### src/rtl/fdc_pkg.sv
package fdc_pkg;

  typedef enum logic [2:0] {
    OP_RESTORE,
    OP_SEEK,
    OP_STEP,
    OP_STEP_IN,
    OP_STEP_OUT,
    OP_DATA,
    OP_FORCE
  } fdc_op_e;

  // status bit positions
  localparam int ST_BUSY  = 0;
  localparam int ST_DRQ   = 1;
  localparam int ST_TRK0  = 2;
  localparam int ST_HLOAD = 5;
  localparam int ST_NRDY  = 7;

  // register addresses
  localparam logic [1:0] A_CMD = 2'd0;
  localparam logic [1:0] A_TRK = 2'd1;
  localparam logic [1:0] A_SEC = 2'd2;
  localparam logic [1:0] A_DAT = 2'd3;

  // tracks crossed by a seek, never less than one
  function automatic int unsigned track_gap(input logic [7:0] a, input logic [7:0] b);
    int unsigned d;
    if (a > b) d = 32'(a) - 32'(b);
    else       d = 32'(b) - 32'(a);
    if (d == 0) d = 1;
    return d;
  endfunction

  function automatic logic [7:0] seek_target(input logic [7:0] req, input logic [7:0] last);
    return (req > last) ? last : req;
  endfunction

  // one step in the given direction, kept inside 0..last
  function automatic logic [7:0] step_track(input logic [7:0] cur, input logic dir_in,
                                            input logic [7:0] last);
    logic [7:0] nxt;
    if (dir_in) nxt = (cur >= last) ? last : cur + 8'd1;
    else        nxt = (cur == 8'd0) ? 8'd0 : cur - 8'd1;
    if (nxt > last) nxt = last;
    return nxt;
  endfunction

  // microseconds a command keeps the head busy
  function automatic int unsigned cmd_cost(input fdc_op_e op, input logic [7:0] trk,
                                           input logic [7:0] tgt, input logic vflag,
                                           input logic hflag, input int unsigned step_us,
                                           input int unsigned ver_us, input int unsigned hl_us);
    int unsigned c;
    case (op)
      OP_RESTORE: begin
        c = step_us * ((trk == 8'd0) ? 32'd1 : 32'(trk));
        if (vflag) c = c + ver_us;
      end
      OP_SEEK: begin
        c = step_us * track_gap(trk, tgt);
        if (vflag) c = c + ver_us;
        if (hflag) c = c + hl_us;
      end
      default: c = step_us;
    endcase
    return c;
  endfunction

  // status left behind when a timed command ends
  function automatic logic [7:0] done_status(input fdc_op_e op, input logic [7:0] trk,
                                             input logic hflag);
    logic [7:0] s;
    s = '0;
    s[ST_TRK0] = (trk == 8'd0);
    case (op)
      OP_RESTORE: s[ST_HLOAD] = 1'b1;
      OP_SEEK:    s[ST_HLOAD] = 1'b1;
      OP_DATA:    s[ST_HLOAD] = 1'b0;
      default:    s[ST_HLOAD] = hflag;
    endcase
    return s;
  endfunction

  function automatic logic [7:0] force_status(input logic [7:0] trk, input logic drq);
    logic [7:0] s;
    s = '0;
    s[ST_TRK0]  = (trk == 8'd0);
    s[ST_HLOAD] = (trk == 8'd0);
    s[ST_DRQ]   = drq;
    return s;
  endfunction

endpackage

### src/rtl/fdc_cmd_decode.sv
module fdc_cmd_decode
  import fdc_pkg::*;
(
  input  logic [7:0] cmd,
  output fdc_op_e    op,
  output logic [2:0] cls,
  output logic       hflag,
  output logic       vflag,
  output logic       fi_cancel,
  output logic       fi_raise
);

  always_comb begin
    case (cmd[7:4])
      4'h0:         begin op = OP_RESTORE;  cls = 3'd1; end
      4'h1:         begin op = OP_SEEK;     cls = 3'd1; end
      4'h2, 4'h3:   begin op = OP_STEP;     cls = 3'd1; end
      4'h4, 4'h5:   begin op = OP_STEP_IN;  cls = 3'd1; end
      4'h6, 4'h7:   begin op = OP_STEP_OUT; cls = 3'd1; end
      4'h8, 4'h9,
      4'hA, 4'hB:   begin op = OP_DATA;     cls = 3'd2; end
      4'hD:         begin op = OP_FORCE;    cls = 3'd4; end
      default:      begin op = OP_DATA;     cls = 3'd3; end
    endcase
  end

  assign hflag     = cmd[3];
  assign vflag     = cmd[2];
  assign fi_cancel = (cmd[3:0] == 4'h0);
  assign fi_raise  = cmd[3];

endmodule

### src/rtl/fdc_delay_timer.sv
module fdc_delay_timer #(
  parameter int CNT_W = 20
) (
  input  logic             clk,
  input  logic             rst_n,
  input  logic             tick,
  input  logic             load,
  input  logic [CNT_W-1:0] load_val,
  input  logic             cancel,
  input  logic             suppress,
  output logic             pending,
  output logic             done
);

  localparam logic [CNT_W-1:0] ONE = CNT_W'(1);

  logic [CNT_W-1:0] count;
  logic             last_tick;

  assign last_tick = pending && tick && (count == ONE);
  assign done      = last_tick && !suppress;

  always_ff @(posedge clk) begin
    if (!rst_n) begin
      count   <= '0;
      pending <= 1'b0;
    end else if (load) begin
      count   <= load_val;
      pending <= (load_val != '0);
    end else if (cancel) begin
      count   <= '0;
      pending <= 1'b0;
    end else if (pending && tick) begin
      count <= count - ONE;
      if (count == ONE) pending <= 1'b0;
    end
  end

  AST_TMR_ARM: assert property (@(posedge clk) disable iff (!rst_n)
    (load && load_val != '0) |=> pending);
  AST_TMR_FREEZE: assert property (@(posedge clk) disable iff (!rst_n)
    (pending && !tick && !load && !cancel) |=> (pending && $stable(count)));
  AST_TMR_DONE_TICK: assert property (@(posedge clk) disable iff (!rst_n)
    done |-> (tick && pending));
  AST_TMR_NONZERO: assert property (@(posedge clk) disable iff (!rst_n)
    pending |-> (count != '0));

endmodule

### src/rtl/fdc_head_pos.sv
module fdc_head_pos
  import fdc_pkg::*;
#(
  parameter int LAST_TRK = 79
) (
  input  logic       clk,
  input  logic       rst_n,
  input  logic       go,
  input  fdc_op_e    op,
  input  logic [7:0] tgt,
  input  logic       host_wr,
  input  logic [7:0] host_val,
  output logic [7:0] track,
  output logic       dir_in
);

  localparam logic [7:0] LAST_V = 8'(LAST_TRK);

  always_ff @(posedge clk) begin
    if (!rst_n) begin
      track  <= 8'd0;
      dir_in <= 1'b1;
    end else if (go) begin
      case (op)
        OP_RESTORE: track <= 8'd0;
        OP_SEEK: begin
          track <= tgt;
          if (tgt > track)      dir_in <= 1'b1;
          else if (tgt < track) dir_in <= 1'b0;
        end
        OP_STEP: track <= step_track(track, dir_in, LAST_V);
        OP_STEP_IN: begin
          dir_in <= 1'b1;
          track  <= step_track(track, 1'b1, LAST_V);
        end
        OP_STEP_OUT: begin
          dir_in <= 1'b0;
          track  <= step_track(track, 1'b0, LAST_V);
        end
        default: track <= track;
      endcase
    end else if (host_wr) begin
      track <= host_val;
    end
  end

  AST_RESTORE_ZERO: assert property (@(posedge clk) disable iff (!rst_n)
    (go && op == OP_RESTORE) |=> (track == 8'd0));
  AST_STEP_IN_CLAMP: assert property (@(posedge clk) disable iff (!rst_n)
    (go && op == OP_STEP_IN && track == LAST_V) |=> (track == LAST_V));
  AST_STEP_OUT_DIR: assert property (@(posedge clk) disable iff (!rst_n)
    (go && op == OP_STEP_OUT) |=> !dir_in);
  AST_SEEK_DIR_IN: assert property (@(posedge clk) disable iff (!rst_n)
    (go && op == OP_SEEK && tgt > track) |=> dir_in);

endmodule

### src/rtl/fdc_cmd_seq.sv
module fdc_cmd_seq
  import fdc_pkg::*;
#(
  parameter int TRACKS    = 80,
  parameter int STEP_US   = 6000,
  parameter int VERIFY_US = 30000,
  parameter int HLOAD_US  = 80000,
  parameter int CNT_W     = 20
) (
  input  logic       clk,
  input  logic       rst_n,
  input  logic       tick_us,
  input  logic       bus_wr,
  input  logic       bus_rd,
  input  logic [1:0] bus_addr,
  input  logic [7:0] bus_wdata,
  output logic [7:0] bus_rdata,
  input  logic       media_present,
  output logic       irq
);

  localparam int         LAST_TRK = TRACKS - 1;
  localparam logic [7:0] LAST_V   = 8'(LAST_TRK);

  // decoded command
  fdc_op_e    dec_op;
  logic [2:0] dec_cls;
  logic       dec_h, dec_v, dec_fi_cancel, dec_fi_raise;

  // registers
  logic [7:0] stat_q, sector_q, data_q;
  logic [7:0] track_q;
  logic       dir_in_q;
  fdc_op_e    run_op_q;
  logic       run_h_q;

  // named events
  logic evt_cmd, evt_stat_rd, evt_go_pos, evt_go_data, evt_go_fi, evt_fi_raise;
  logic evt_load, evt_cancel, evt_done, tmr_pending;
  logic [7:0] seek_tgt;
  logic [CNT_W-1:0] cost;

  assign evt_cmd      = bus_wr && (bus_addr == A_CMD);
  assign evt_stat_rd  = bus_rd && (bus_addr == A_CMD);
  assign evt_go_pos   = evt_cmd && (dec_cls == 3'd1);
  assign evt_go_data  = evt_cmd && ((dec_cls == 3'd2) || (dec_cls == 3'd3));
  assign evt_go_fi    = evt_cmd && (dec_cls == 3'd4);
  assign evt_fi_raise = evt_go_fi && dec_fi_raise;
  assign evt_load     = evt_go_pos || evt_go_data;
  assign evt_cancel   = evt_go_fi && dec_fi_cancel;

  assign seek_tgt = seek_target(data_q, LAST_V);
  assign cost     = CNT_W'(cmd_cost(dec_op, track_q, seek_tgt, dec_v, dec_h,
                                    STEP_US, VERIFY_US, HLOAD_US));

  fdc_cmd_decode u_dec (
    .cmd       (bus_wdata),
    .op        (dec_op),
    .cls       (dec_cls),
    .hflag     (dec_h),
    .vflag     (dec_v),
    .fi_cancel (dec_fi_cancel),
    .fi_raise  (dec_fi_raise)
  );

  fdc_delay_timer #(.CNT_W(CNT_W)) u_tmr (
    .clk      (clk),
    .rst_n    (rst_n),
    .tick     (tick_us),
    .load     (evt_load),
    .load_val (cost),
    .cancel   (evt_cancel),
    .suppress (evt_cmd),
    .pending  (tmr_pending),
    .done     (evt_done)
  );

  fdc_head_pos #(.LAST_TRK(LAST_TRK)) u_head (
    .clk      (clk),
    .rst_n    (rst_n),
    .go       (evt_go_pos),
    .op       (dec_op),
    .tgt      (seek_tgt),
    .host_wr  (bus_wr && (bus_addr == A_TRK)),
    .host_val (bus_wdata),
    .track    (track_q),
    .dir_in   (dir_in_q)
  );

  // command context kept for completion
  always_ff @(posedge clk) begin
    if (!rst_n) begin
      run_op_q <= OP_RESTORE;
      run_h_q  <= 1'b0;
    end else if (evt_load) begin
      run_op_q <= dec_op;
      run_h_q  <= dec_h;
    end
  end

  // status byte
  always_ff @(posedge clk) begin
    if (!rst_n) begin
      stat_q <= 8'h04;
    end else if (evt_go_fi) begin
      stat_q <= force_status(track_q, dec_fi_raise);
    end else if (evt_load) begin
      stat_q <= 8'h01;
    end else if (evt_done) begin
      stat_q <= done_status(run_op_q, track_q, run_h_q);
    end
  end

  // interrupt line: raise beats any clear in the same cycle
  always_ff @(posedge clk) begin
    if (!rst_n)            irq <= 1'b0;
    else if (evt_fi_raise) irq <= 1'b1;
    else if (evt_cmd)      irq <= 1'b0;
    else if (evt_done)     irq <= 1'b1;
    else if (evt_stat_rd)  irq <= 1'b0;
  end

  // plain host registers
  always_ff @(posedge clk) begin
    if (!rst_n) begin
      sector_q <= 8'd1;
      data_q   <= 8'd0;
    end else if (bus_wr) begin
      if (bus_addr == A_SEC) sector_q <= bus_wdata;
      if (bus_addr == A_DAT) data_q   <= bus_wdata;
    end
  end

  always_comb begin
    case (bus_addr)
      A_CMD: begin
        bus_rdata = stat_q;
        if (!media_present) bus_rdata[ST_NRDY] = 1'b1;
      end
      A_TRK:   bus_rdata = track_q;
      A_SEC:   bus_rdata = sector_q;
      default: bus_rdata = data_q;
    endcase
  end

  AST_DONE_RAISES_IRQ: assert property (@(posedge clk) disable iff (!rst_n)
    evt_done |=> irq);
  AST_CMD_DROPS_IRQ: assert property (@(posedge clk) disable iff (!rst_n)
    (evt_cmd && !evt_fi_raise) |=> !irq);
  AST_CMD_SETS_BUSY: assert property (@(posedge clk) disable iff (!rst_n)
    evt_load |=> (stat_q == 8'h01));
  AST_READ_DROPS_IRQ: assert property (@(posedge clk) disable iff (!rst_n)
    (evt_stat_rd && !evt_cmd && !evt_done) |=> !irq);
  AST_FI_RAISE: assert property (@(posedge clk) disable iff (!rst_n)
    evt_fi_raise |=> (irq && stat_q[ST_DRQ]));
  AST_FI_CANCEL: assert property (@(posedge clk) disable iff (!rst_n)
    evt_cancel |=> (!tmr_pending && !irq));
  AST_CMD_WINS: assert property (@(posedge clk) disable iff (!rst_n)
    evt_cmd |-> !evt_done);
  AST_SEEK_TRACK_CLAMP: assert property (@(posedge clk) disable iff (!rst_n)
    (evt_go_pos && dec_op == OP_SEEK) |=> (track_q <= LAST_V));

endmodule

### config.mk
export PLATFORM = sky130hd
export DESIGN_NAME = fdc_cmd_seq
export DESIGN_NICKNAME = d
export VERILOG_FILES = /design/src/rtl/fdc_pkg.sv /design/src/rtl/fdc_cmd_decode.sv /design/src/rtl/fdc_delay_timer.sv /design/src/rtl/fdc_head_pos.sv /design/src/rtl/fdc_cmd_seq.sv
export SDC_FILE = /design/constraint.sdc
export NUM_CORES = 1
export LEC_CHECK = 0
export ABC_CLOCK_PERIOD_IN_PS = 17600
export BUFFER_PORTS_ARGS = -buffer_cell sky130_fd_sc_hd__buf_2
export CORE_MARGIN = 5
export CORE_UTILIZATION = 35
export DETAILED_ROUTE_END_ITERATION = 10
export PLACE_DENSITY = 0.59
export SYNTH_ARGS = -nofsm -noshare
export SYNTH_HDL_FRONTEND = slang
export SYNTH_SLANG_ARGS = --single-unit
export TNS_END_PERCENT = 5
### constraint.sdc
create_clock -name clk -period 17.6 [get_ports clk]
set_input_delay 3.52 -clock clk [delete_from_list [all_inputs] [get_ports clk]]
set_output_delay 3.52 -clock clk [all_outputs]
set_load 0.005 [all_outputs]
=== Word-level counts from Yosys, hierarchy flattened ===
Memories as Yosys holds them, arrays and structs flattened.
Index checks and enable logic that the tools add are counted.

* Add/sub/neg operators: 8
* Multiply operators: 2
* Order comparisons: 8
* Equal/unequal tests: 16
* Multiplexer cells: 49
* Bitwise operators: 1
* Reductions and logical operators: 35

{| class="wikitable"
|+ Operators by type and width
! kind !! count
|-
| two-way mux 8 bit || 19
|-
| two-way mux 20 bit || 7
|-
| two-way mux 32 bit || 4
|-
| adder 20 x 15 -> 20 bit (second input constant) || 2
|-
| case mux 20 bit (2 select lines) || 1
|-
| case mux 8 bit (5 select lines) || 1
|-
| greater-than comparator 8 x 7 -> 1 bit (second input constant) || 4
|-
| logical NOT 32 bit || 1
|-
| multiplier 9 x 32 -> 16 bit (first input constant) || 1
|-
| case mux 8 bit (3 select lines) || 1
|-
| adder 20 x 17 -> 20 bit (second input constant) || 1
|-
| == test 20 x 1 -> 1 bit (second input constant) || 1
|-
| nonzero test 20 bit || 1
|-
| subtractor 20 x 1 -> 20 bit (second input constant) || 1
|-
| two-way mux 6 bit || 3
|-
| subtractor 8 x 8 -> 9 bit || 2
|-
| greater-than comparator 8 bit || 2
|-
| multiplier 9 x 8 -> 16 bit (first input constant) || 1
|-
| == test 3 x 2 -> 1 bit (second input constant) || 4
|-
| nonzero test 3 bit || 4
|-
| logical AND 1 bit || 11
|-
| two-way mux 1 bit || 11
|-
| == test 3 x 1 -> 1 bit (second input constant) || 3
|-
| == test 3 bit (second input constant) || 3
|-
| other kinds (22) || 30
|}

* Register bits: 55
* Memory bits (read-only): 96
* Input port bits: 16
* Output and inout port bits: 9
* Logic and storage cells: 131
* Memories: 1

{| class="wikitable"
|+ Memories
! name !! depth !! bits a word !! read ports !! clocked after Yosys merged registers in !! wr ports !! RTL line !! RTL
|-
| (name not given) || 16 || 6 || 1 || 0 || 0 || fdc_cmd_decode.sv:14 || <nowiki>case (cmd[7:4])</nowiki>
|}

=== Depth between registers and ports, before layout ===
* Depth after elaboration: 17
* Depth in mapped cells: 37
* Depth with buffers taken out: 35

=== Modules after synthesis ===
A second synthesis with hierarchy kept.

* Cell total of the unflattened synthesis: 1281
* Area, all modules: 10073.4 um^2

{| class="wikitable"
|+ Modules (own cells, without submodules)
! module !! times used !! cells each !! area an instance (um^2) !! seq. area each (um^2)
|-
| fdc_cmd_seq || 1 || 887 || 7074.3 || 500.5
|-
| fdc_head_pos || 1 || 207 || 1557.7 || 180.2
|-
| fdc_delay_timer || 1 || 172 || 1340.0 || 420.4
|-
| fdc_cmd_decode || 1 || 15 || 101.3 || 0.0
|}

=== Least setup slack after synthesis ===
OpenSTA, ideal clock, no wires.

* Kind: register to register
* Start: register data_q[4]
* End: register u_tmr.count[19]
* Setup time: 124 ps
* Data arrival time: 8084 ps
* Data required time: 17476 ps
* Path slack: 9392 ps
* Cell stages (with the launch flop): 36
* Path buffers: 2
* Clock period less this slack: 8208 ps
* Cell sequence: dfxtp_1 > o21ai_0 > nand2b_1 > nor2_1 > inv_1 > ha_1 > and2_4 > a221oi_4 > a21oi_1 > o31ai_2 > buf_4 > buf_2 > mux2i_1 > inv_1 > fa_1 > inv_1 > fa_1 > inv_1 > fa_1 > inv_1 > fa_1 > inv_1 > ha_1 > nand3_1 > nor2_1 > or3_1 > a2111oi_0 > xnor2_1 > nand2_1 > a311o_1 > o211ai_1 > o311ai_1 > nor4_1 > nor3_2 > o31ai_1 > a21oi_1

* Word-level cells in the longest chain between the ends: 16
* Elaborated cells between the ends (all ways): 18
* Classes of those cells: 4 x add/sub; 1 x mul; 2 x order compare; 10 x mux; 1 x reduce/logical

{| class="wikitable"
|+ RTL lines
! element !! RTL line !! RTL
|-
| start, declared || fdc_cmd_seq.sv:31 || <nowiki>logic [7:0] stat_q, sector_q, data_q;</nowiki>
|-
| start signal, assigned || fdc_cmd_seq.sv:130 || <nowiki>if (bus_addr == A_DAT) data_q <= bus_wdata;</nowiki>
|-
| greater-than comparator 8 x 7 -> 1 bit || fdc_pkg.sv:36 || <nowiki>return (req > last) ? last : req;</nowiki>
|-
| two-way mux 8 bit * || fdc_pkg.sv:36 ||
|-
| subtractor 8 x 8 -> 9 bit, or another cell as far along || fdc_pkg.sv:30 || <nowiki>else d = 32'(b) - 32'(a);</nowiki>
|-
| two-way mux 32 bit * || fdc_pkg.sv:29 || <nowiki>if (a > b) d = 32'(a) - 32'(b);</nowiki>
|-
| two-way mux 32 bit * || fdc_pkg.sv:55 || <nowiki>case (op)</nowiki>
|-
| logical NOT 32 bit || fdc_pkg.sv:31 || <nowiki>if (d == 0) d = 1;</nowiki>
|-
| two-way mux 32 bit * || fdc_pkg.sv:31 ||
|-
| two-way mux 32 bit * || fdc_pkg.sv:55 ||
|-
| multiplier 9 x 32 -> 16 bit * || fdc_pkg.sv:61 || <nowiki>c = step_us * track_gap(trk, tgt);</nowiki>
|-
| adder 20 x 15 -> 20 bit || fdc_pkg.sv:62 || <nowiki>if (vflag) c = c + ver_us;</nowiki>
|-
| two-way mux 20 bit * || fdc_pkg.sv:62 ||
|-
| two-way mux 20 bit * || fdc_pkg.sv:55 ||
|-
| adder 20 x 17 -> 20 bit || fdc_pkg.sv:63 || <nowiki>if (hflag) c = c + hl_us;</nowiki>
|-
| two-way mux 20 bit * || fdc_pkg.sv:63 ||
|-
| case mux 20 bit (2 select lines) * || fdc_pkg.sv:55 ||
|-
| two-way mux 20 bit * || fdc_delay_timer.sv:27 || <nowiki>end else if (load) begin</nowiki>
|-
| end signal, assigned || fdc_delay_timer.sv:28 || <nowiki>count <= load_val;</nowiki>
|-
| end signal, assigned || fdc_delay_timer.sv:34 || <nowiki>count <= count - ONE;</nowiki>
|-
| end, declared || fdc_delay_timer.sv:17 || <nowiki>logic [CNT_W-1:0] count;</nowiki>
|}

Mark *: on every way between the ends. The rest lies on a longest branch, timed or not. The select of a mux whose other input is x is not followed.
A chain may end at the register's enable or synchronous reset.

=== Worst setup path after layout ===
* Start: register u_head.track[4]
* End: register u_tmr.pending

* Word-level cells in the longest chain between the ends: 15
* Elaborated cells between the ends (all ways): 22
* Classes of those cells: 5 x add/sub; 2 x mul; 1 x order compare; 11 x mux; 3 x reduce/logical

{| class="wikitable"
|+ RTL lines
! element !! RTL line !! RTL
|-
| start, declared || fdc_head_pos.sv:13 || <nowiki>output logic [7:0] track,</nowiki>
|-
| start signal, assigned || fdc_head_pos.sv:27 || <nowiki>track <= tgt;</nowiki>
|-
| start signal, assigned || fdc_head_pos.sv:31 || <nowiki>OP_STEP: track <= step_track(track, dir_in, LAST_V);</nowiki>
|-
| start signal, assigned || fdc_head_pos.sv:34 || <nowiki>track <= step_track(track, 1'b1, LAST_V);</nowiki>
|-
| subtractor 8 x 8 -> 9 bit, or another cell as far along || fdc_pkg.sv:30 ||
|-
| two-way mux 32 bit || fdc_pkg.sv:29 ||
|-
| two-way mux 32 bit || fdc_pkg.sv:55 ||
|-
| logical NOT 32 bit || fdc_pkg.sv:31 ||
|-
| two-way mux 32 bit || fdc_pkg.sv:31 ||
|-
| two-way mux 32 bit || fdc_pkg.sv:55 ||
|-
| multiplier 9 x 32 -> 16 bit || fdc_pkg.sv:61 ||
|-
| adder 20 x 15 -> 20 bit || fdc_pkg.sv:62 ||
|-
| two-way mux 20 bit || fdc_pkg.sv:62 ||
|-
| two-way mux 20 bit || fdc_pkg.sv:55 ||
|-
| adder 20 x 17 -> 20 bit || fdc_pkg.sv:63 ||
|-
| two-way mux 20 bit || fdc_pkg.sv:63 ||
|-
| case mux 20 bit (2 select lines) * || fdc_pkg.sv:55 ||
|-
| nonzero test 20 bit * || fdc_delay_timer.sv:29 || <nowiki>pending <= (load_val != '0);</nowiki>
|-
| two-way mux 1 bit * || fdc_delay_timer.sv:27 ||
|-
| end signal, assigned || fdc_delay_timer.sv:29 ||
|-
| end, declared || fdc_delay_timer.sv:11 || <nowiki>output logic pending,</nowiki>
|}

Marked as above.

==> flow_summary.yaml <==
outcome:
  status: "completed"
synth:
  synth_nets: 1429
  synth_top_area_share_pct: 13.2
  synth_area_leaders: "ha_1, fa_1, dfxtp_1"
  syn-mean-instance-area_um2: 7.70
  synth.yosys.seq_area_share_pct: 11.4
  yosys.area.top_type: "ha_1"
  yosysUniqueCellTypes: 90
  synth.most_common_cell: "inv_1"
  ys.flop_type: "dfxtp_1"
  syn_area_um2: 9660
  synthCells: 1254
  ys_warn_count: 0
  synthArstFlopShare_pct: 0
  synth_seq_cells: 55
  synth_edf_count: 0
  synthTopCellsByCount: "inv_1, nor2_1, nand2_1, ha_1, a21oi_1"
worst_setup_path:
  cp.arrival_ns: 9.75
  crit_required_ns: 17.79
  crit_fanout: 20
  cp_slowest_cell: "xnor2_1"
  crit_path_max_incr_delay_ns: 0.84
  path_common_cell: "ha_1"
  path_class: "reg -> reg"
  end_kind: "register"
  cp-start-kind: "register"
  cp_top_family: "adder cells"
  path_buf_inv: 3
cells_and_area:
  final_nets: 1418
  area_delta_synth_final_pct: 6.01
  fill_cells: 2815
  drive_gt1_share_pct: 6.67
  seq_area_um2: 1100
  diodes: 0
  multi_input_comb_area_um2: 7770
clock_tree:
  htree_levels: 2
  cts_tree: "built"
  clk_latency_ns: 0.31
  cts-buffers-inserted: 5
  cts-root-buf: "clkbuf_16"
  hold_buffers: 0
  post_cts_buffers: 0
  cts-resized-gates: 0
  cts.sinks: 55
  cts_buffer_depth: 2
  clk_pin_slew_ns: 0.09
routing:
  vias: 8931
  drc: 0
  routed_via_density: 5.53
  dr.pass1.iters: 8
  wirelength_mm: 27.5
  antenna_left: 0
  wire_per_inst_um: 17.0
  drt-initial-drc-count: 698
grt:
  grt_max_degree: 42
  grt_pass1_wl_mm: 45.4
  grt_usage_pct: 17.7
  grt_pass1_vias: 8622
  grt.overflow.total: 0
  antenna_found_initial: 0
timing:
  final.period_utilization_pct: 54.3
  worst_slew_pin_slew_ns: 1.07
  maxSlewViolCount: 0
  clock.fmax_ghz: 0.105
  skew_ns: 0.0109
  rsz0062_at_grt: "no"
  fin_setup_tns_ns: 0
  period_minus_slack_ns: 9.56
  relSlewSlack_pct: 28.4
  setup_viol: 0
  hold_viol: 0
placement:
  gp_routability_congestion: 0.934
  numPortBuffers: 24
  hpwl_mm: 22.4
floorplanning:
  die_w_um: 176
  rows: 60
  dieArea_um2: 31000
  ioPinCount: 25
  die_y_um: 176
  start_util_pct: 35.6
  core_um2: 27100
flow_run:
  cap_violations: 0
hold_path:
  holdCritPathClass: "reg -> reg"
worst paths after layout:
check,startpoint,to,slack (ns),cells past startpoint
hold reg to reg,sector_q[6]$_SDFFE_PN0P_,sector_q[6]$_SDFFE_PN0P_,0.46,2
setup / recovery,u_head.track[4]$_SDFFE_PN0P_,u_tmr.pending$_SDFFE_PN0P_,8.04,30
setup reg to reg,u_head.track[4]$_SDFFE_PN0P_,u_tmr.pending$_SDFFE_PN0P_,8.04,30
hold / removal,sector_q[6]$_SDFFE_PN0P_,sector_q[6]$_SDFFE_PN0P_,0.46,2
kinds of logic after synthesis:
family / share of synthesized area [%]
simple gates: 20.6
compound gates: 22.0
buf+inv: 8.16
fa+ha+maj: 25.0
xor+xnor: 7.44
flops: 11.4
mux: 5.31
other cells: 0.0777
layer usage:
metal / GRT usage [%] / vias to the layer above / wire length (um)
met2: 29.1 / 260 / 12500
met4: 4.00 / 0 / 609
li1: - / 4366 / -
met3: 1.71 / 43 / 1360
met1: 25.2 / 4262 / 13100
met5: 0 / - / 0
worst register-to-register path: cells and delay by family (launching register included):
family,cells,cell delay (ns)
AOI/OAI and AO/OA,9,2.44
xor gates and xnor gates,4,1.46
adders and majority gates,6,2.76
buffers and inverters,3,0.57
DFF,1,0.77
muxes,1,0.13
and+or+nand+nor,7,1.31
sequential cells by signal, summed over array words and instances, names as in the netlist, 3 cells and up:
| register | count |
|---|---|
| data_q | 8 |
| stat_q | 4 |
| u_head.track | 8 |
| sector_q | 8 |
| run_op_q | 3 |
| u_tmr.count | 20 |
layout make-up:
type / count / area share, %
multi-input combinational: 994 / 75.9
sequential: 55 / 10.8
inverter: 158 / 5.79
tap: 372 / 4.55
timing repair buffer: 29 / 1.54
clock buffer: 5 / 1.22
clock inverter: 3 / 0.269
layout by cell type, fill, tap and decap left out, drive strengths merged, types with 8 or more instances in the layout:
master	synthesis	final
nor3b	8	8
nor4	14	14
fa	57	57
ha	102	102
xnor2	58	58
nor2	113	113
a2111oi	8	8
a211oi	29	29
inv	158	160
nand3	23	23
nand2b	17	17
mux2i	19	19
xor2	24	24
o211ai	12	12
o31ai	8	8
nand4	13	13
or2	8	8
o21ai	65	65
o21a	11	11
or3	9	9
mux2	10	10
mux4	9	9
dfxtp	55	55
o211a	8	8
a21o	13	13
buf	9	29
nand2	110	110
and2	13	13
a21oi	71	71
a31oi	11	11
nor3	31	31
nor2b	23	23
per-stage QoR:
step | cell area [um2] | hold WS (ns) | worst slack (ns) | std cells | util [%]
after floorplan | 9660 | 0.432 | 9.39 | 1254 | -
after global placement | 10100 | 0.444 | 8.32 | 1608 | 37.2
after detailed placement | 10100 | 0.452 | 8.22 | 1608 | 37.2
after CTS | 10200 | 0.464 | 8.18 | 1616 | 37.8
after global routing | 10200 | 0.481 | 7.31 | 1616 | 37.8
final | 10200 | 0.464 | 8.04 | 1616 | 37.8
Power is left out: the tool's default activity adds up to more than one toggle a clock period on the data nets, which glitch-free logic cannot reach.
